[src/rtl/ddr_deser_pkg.sv]
package ddr_deser_pkg;

  // Framing sequencer states
  typedef enum logic [1:0] {
    SEQ_HOLD = 2'd0,  // in reset, capture registers not yet loaded
    SEQ_FILL = 2'd1,  // shifting, first word not yet finished
    SEQ_RUN  = 2'd2   // at least one word finished
  } seq_state_e;

  // Width of a step counter that counts 0 .. steps-1
  function automatic int unsigned step_cnt_w(input int unsigned steps);
    return (steps > 1) ? $clog2(steps) : 1;
  endfunction

  // True on the last shift step of a word
  function automatic logic is_last_step(input int unsigned cnt,
                                        input int unsigned steps);
    return (cnt == steps - 1);
  endfunction

endpackage

[src/rtl/ddr_deser_capture.sv]
module ddr_deser_capture (
  input  logic clk,
  input  logic rst,
  input  logic ser_in,
  output logic rise_bit,
  output logic fall_bit
);

  // Rising-edge sample: even-numbered serial bit
  always_ff @(posedge clk) begin
    if (rst) rise_bit <= 1'b0;
    else     rise_bit <= ser_in;
  end

  // Falling-edge sample: odd-numbered serial bit
  always_ff @(negedge clk) begin
    if (rst) fall_bit <= 1'b0;
    else     fall_bit <= ser_in;
  end

endmodule

[src/rtl/ddr_deser_lane.sv]
module ddr_deser_lane #(
  parameter int unsigned DEPTH = 4
) (
  input  logic             clk,
  input  logic             rst,
  input  logic             shift_en,
  input  logic             bit_in,
  output logic [DEPTH-1:0] lane_q
);

  // New bit enters at the top and moves down, so after DEPTH steps
  // the oldest bit sits at index 0.
  for (genvar i = 0; i < DEPTH; i++) begin : g_stage
    logic nxt;
    if (i == DEPTH - 1) begin : g_top
      assign nxt = bit_in;
    end else begin : g_mid
      assign nxt = lane_q[i+1];
    end
    always_ff @(posedge clk) begin
      if (rst)           lane_q[i] <= 1'b0;
      else if (shift_en) lane_q[i] <= nxt;
    end
  end

endmodule

[src/rtl/ddr_deser_frame.sv]
module ddr_deser_frame
  import ddr_deser_pkg::*;
#(
  parameter int unsigned STEPS = 4
) (
  input  logic clk,
  input  logic rst,
  output logic shift_en,
  output logic word_done,
  output logic latch_en
);

  localparam int unsigned CW = step_cnt_w(STEPS);
  localparam logic [CW-1:0] LAST = CW'(STEPS - 1);

  seq_state_e     state;
  logic [CW-1:0]  step_cnt;

  // Capture registers hold a usable pair from the second edge after release
  assign shift_en  = (state != SEQ_HOLD);
  assign word_done = shift_en && is_last_step(int'(step_cnt), STEPS);

  always_ff @(posedge clk) begin
    if (rst) begin
      state    <= SEQ_HOLD;
      step_cnt <= '0;
    end else begin
      if (state == SEQ_HOLD)  state <= SEQ_FILL;
      else if (word_done)     state <= SEQ_RUN;
      if (shift_en) begin
        if (step_cnt == LAST) step_cnt <= '0;
        else                  step_cnt <= step_cnt + 1'b1;
      end
    end
  end

  // Divide-by-STEPS enable standing in for the slow word clock
  always_ff @(posedge clk) begin
    if (rst) latch_en <= 1'b0;
    else     latch_en <= word_done;
  end

endmodule

[src/rtl/ddr_deser8.sv]
module ddr_deser8 #(
  parameter int unsigned WORD_W = 8
) (
  input  logic              clk,
  input  logic              rst,
  input  logic              ser_in,
  output logic [WORD_W-1:0] rx_word,
  output logic              rx_valid,
  output logic              rx_new
);

  localparam int unsigned LANE_W = WORD_W / 2;

  logic              rise_bit;
  logic              fall_bit;
  logic              shift_en;
  logic              word_done;
  logic              latch_en;
  logic [LANE_W-1:0] even_lane;
  logic [LANE_W-1:0] odd_lane;
  logic [WORD_W-1:0] merged;

  ddr_deser_capture u_cap (
    .clk      (clk),
    .rst      (rst),
    .ser_in   (ser_in),
    .rise_bit (rise_bit),
    .fall_bit (fall_bit)
  );

  ddr_deser_frame #(.STEPS(LANE_W)) u_frame (
    .clk       (clk),
    .rst       (rst),
    .shift_en  (shift_en),
    .word_done (word_done),
    .latch_en  (latch_en)
  );

  ddr_deser_lane #(.DEPTH(LANE_W)) u_even (
    .clk      (clk),
    .rst      (rst),
    .shift_en (shift_en),
    .bit_in   (rise_bit),
    .lane_q   (even_lane)
  );

  ddr_deser_lane #(.DEPTH(LANE_W)) u_odd (
    .clk      (clk),
    .rst      (rst),
    .shift_en (shift_en),
    .bit_in   (fall_bit),
    .lane_q   (odd_lane)
  );

  // Interleave lanes: even lane -> even positions, odd lane -> odd positions
  for (genvar i = 0; i < LANE_W; i++) begin : g_merge
    assign merged[2*i]   = even_lane[i];
    assign merged[2*i+1] = odd_lane[i];
  end

  // Word-rate output register
  always_ff @(posedge clk) begin
    if (rst) begin
      rx_word  <= '0;
      rx_valid <= 1'b0;
      rx_new   <= 1'b0;
    end else begin
      rx_new <= latch_en;
      if (latch_en) begin
        rx_word  <= merged;
        rx_valid <= 1'b1;
      end
    end
  end

endmodule

[config.mk]
export PLATFORM = sky130hd
export DESIGN_NAME = ddr_deser8
export DESIGN_NICKNAME = d
export VERILOG_FILES = /design/src/rtl/ddr_deser_pkg.sv /design/src/rtl/ddr_deser_capture.sv /design/src/rtl/ddr_deser_lane.sv /design/src/rtl/ddr_deser_frame.sv /design/src/rtl/ddr_deser8.sv
export SDC_FILE = /design/constraint.sdc
export NUM_CORES = 1
export LEC_CHECK = 0
export ABC_CLOCK_PERIOD_IN_PS = 1500
export BUFFER_PORTS_ARGS = -buffer_cell sky130_fd_sc_hd__clkbuf_2
export CAP_MARGIN = 20
export CORE_MARGIN = 4
export CORE_UTILIZATION = 50
export DETAILED_ROUTE_END_ITERATION = 8
export PLACE_DENSITY = 0.72
export SETUP_SLACK_MARGIN = 0.02
export SYNTH_ARGS = -nofsm -noshare
export SYNTH_HDL_FRONTEND = slang
export SYNTH_SLANG_ARGS = --single-unit
[constraint.sdc]
create_clock -name clk -period 1.5 [get_ports clk]
set_clock_uncertainty 0.15 [all_clocks]
set_input_delay 0.15 -clock clk [delete_from_list [all_inputs] [get_ports clk]]
set_output_delay 0.15 -clock clk [all_outputs]
set_load 0.01 [all_outputs]
==> flow_summary_export.csv <==
group,metric,value,unit
floorplanning,die_x,49.13,um
placed_design,dp_hpwl,905.6,um
setup_path,r2r_setup_slack,0.01,ns
setup_path,critical-path-top-delay-family,"flip-flops",
clock_tree,clock-sinks,25,
logic_synthesis,ys_types,17,
logic_synthesis,ys_top_cells_by_count,"dfxtp_1 (25), nand2_1 (19), nor2_1 (12)",
route,route.detailed.drc,0,
route,drtPass1Iterations,4,
layout,fillers,138,
logic_synthesis,synth_edf_count,0,
layout,synthToLayoutAreaGrowth,14.50,%
sta,rsz0062_at_grt,"true",
placed_design,place_area,929.6,sq um
route,via_per_inst,5.091,
grt,antenna_found_initial,0,
setup_path,worstSetupStartpointType,"flip-flop",
floorplanning,design.core.area,0.001559,sq mm
sta,worstMarginPinSlew,0.3076,ns
placed_design,place.gp.congestion,0.7158,
layout,nets,110,
power,leakage,0.0003911,uW
logic_synthesis,yosys_warnings,0,
grt,grt_use_total,13.08,%
floorplanning,rows,14,
grt,grt_max_degree,24,
sta,setup_viol,0,
sta,tns,0,ns
setup_path,crit_slowest_cell,"dfxtp_2",
power,powerDensity,1070,mW/mm^2
logic_synthesis,seq_area_frac_synth,59.17,%
clock_tree,insertion_delay,0.36,ns
logic_synthesis,synth_flop_cell,"dfxtp_1",
setup_path,arrival,1.59,ns
layout,multi_input_area,315.3,sq um
grt,grt_pass1_wl,2.352,mm
logic_synthesis,syn_avg_cell_area,9.503,sq um
route,wl_per_cell,10.93,um
placed_design,port_buffers,12,
setup_path,crit_buf_inv,0,
logic_synthesis,synthesis.nets,93,
route,num_vias,616,
min_path,hp-class,"primary input to flip-flop",
logic_synthesis,synth_area,845.8,sq um
floorplanning,io_pins,13,
grt,grt-ovfl-total,0,
clock_tree,clk_pin_slew,0.13,ns
layout,antenna_cells,0,
layout,postLayoutCoreUtil,62.12,%
setup_path,end_kind,"flip-flop",
logic_synthesis,synth_cells,89,
logic_synthesis,synth_top_area_share,59.17,%
layout,drive_gt1_share,20.95,%
floorplanning,dieArea,0.002414,sq mm
flow_run,maxCapViolCount,0,
clock_tree,cts_tree,"yes",
layout,finish.instance_area,968.4,sq um
clock_tree,clk_path_buf_depth,2,
sta,slew_headroom,79.49,%
grt,first_global_vias,535,
sta,drv_slew,0,
floorplanning,start_util,54.25,%
clock_tree,numCtsBuffers,3,
route,first_iter_violations,11,
setup_path,cp_cell_sequence,"nand2_1, a21oi_1",
floorplanning,die_h,49.13,um
route,antenna_left,0,
setup_path,slowest_delay,0.31,ns
setup_path,path_class,"flip-flop to flip-flop",
logic_synthesis,synth_top_cell_by_area,"dfxtp_1",
setup_path,critical_path_required,1.60,ns
logic_synthesis,synthTopCellsByArea,"dfxtp_1 (59%), mux2i_1 (9.5%), nand2_1 (8.4%), a21oi_1 (5.9%), nor2_1 (5.3%)",
clock_tree,h-tree-depth,1,
clock_tree,cts_root_buf,"clkbuf_4",
setup_path,cp_max_fo,1,
layout,regArea,501.7,sq um
sta,timing.hold.ws,0.1090,ns
logic_synthesis,ys_ff_latch,25,
run_status,outcome,"finished clean",
power,ir_worst_vdd,0.0006317,V
logic_synthesis,synth.most_common_cell,"dfxtp_1",
logic_synthesis,synthArstFlopShare,0,%
route,drt_wl_total,1.322,mm
sta,final-hold-violation-count,0,
stage by stage:
step,setup slack (ns),total power [uW],cells
final,0.01261,1036,121
after global routing,-0.04396,1100,121
after CTS,0.01959,1053,121
after detailed placement,0.05223,764.2,116
after global placement,0.08036,761.5,116
after floorplan,0.09544,749.2,89
area by class of cell:
type / count / share of cell area, %
Clock inverter: 2 / 0.9044
Timing Repair Buffer: 17 / 10.34
Sequential cell: 25 / 51.81
Tap cell: 16 / 2.067
Clock buffer: 3 / 2.326
Multi-Input combinational cell: 58 / 32.56
routing by layer:
layer | wire length (um) | track usage, % | up-vias | share of wire [%]
li1 | - | - | 322 | -
met1 | 607 | 15.79 | 280 | 46
met2 | 643 | 18.75 | 12 | 49
met3 | 55 | 3.670 | 2 | 4.2
met4 | 16 | 11.37 | 0 | 1.2
met5 | 0 | 0 | - | 0
cell families after synthesis:
kind of cell               count (synthesis)  synth area share, %
buffers and inverters                      6                3.549
AOI/OAI and AO/OA                         12                7.841
and+or+nand+nor                           37                18.49
DFF                                       25                59.17
adders and majority gates                  1                1.479
muxes                                      8                9.468
registers in the layout, summed over array words and instances (netlist names):
register and cells:
u_odd.lane_q 1, u_cap.rise_bit 1, rx_valid 1, rx_new 1, u_frame.latch_en 1, u_frame.state 2
rx_word 8, u_even.lane_q 1, u_frame.step_cnt 2, u_even.g_stage.nxt 3, u_odd.g_stage.nxt 3, u_cap.fall_bit 1
layout by cell type, fill, tap and decap left out:
cell type | synthesis | layout
dlygate4sd3_1 | 0 | 1
or2_1 | 1 | 1
mux2i_1 | 8 | 8
dfxtp_1 | 25 | 24
ha_1 | 1 | 1
nor3b_1 | 1 | 1
buf_4 | 1 | 4
clkbuf_4 | 0 | 3
nand2_1 | 19 | 19
a211oi_1 | 1 | 1
and2b_1 | 1 | 1
inv_1 | 1 | 1
or3_1 | 1 | 1
clkinv_2 | 0 | 1
nor2_1 | 12 | 12
nor2b_1 | 2 | 2
dfxtp_2 | 0 | 1
a21oi_1 | 10 | 10
a21oi_2 | 1 | 1
clkbuf_2 | 0 | 12
worst reg2reg max path, delay by kind of cell (launching register included):
family             cells  cell delay, ns
and+or+nand+nor        1            0.04
DFF                    1            0.31
AOI/OAI and AO/OA      1            0.13
timing repair:
item	CTS	global route
pin swaps	1	1
hold buffers	1	0
gates resized for setup	0	1
hold endpoints to repair	1	0
setup endpoints to repair	1	1
setup buffers	0	0
power by group:
group / leakage, uW / internal (uW) / total, uW / switching [uW]
Sequential: 0.000203 / 679 / 688 / 9.01
Combinational: 0.000165 / 21.7 / 54.2 / 32.5
Clock: 0.0000230 / 103 / 294 / 191
final timing paths:
| kind | from | endpoint | cells past startpoint |
|---|---|---|---|
| max | u_cap.fall_bit | u_odd.g_stage[2].nxt | 2 |
| min | rst | u_frame.step_cnt[0] | 3 |
| max reg2reg | u_cap.fall_bit | u_odd.g_stage[2].nxt | 2 |
| min reg2reg | u_cap.rise_bit | u_even.g_stage[2].nxt | 2 |
No activity file was read; power rests on OpenSTA's default activity.
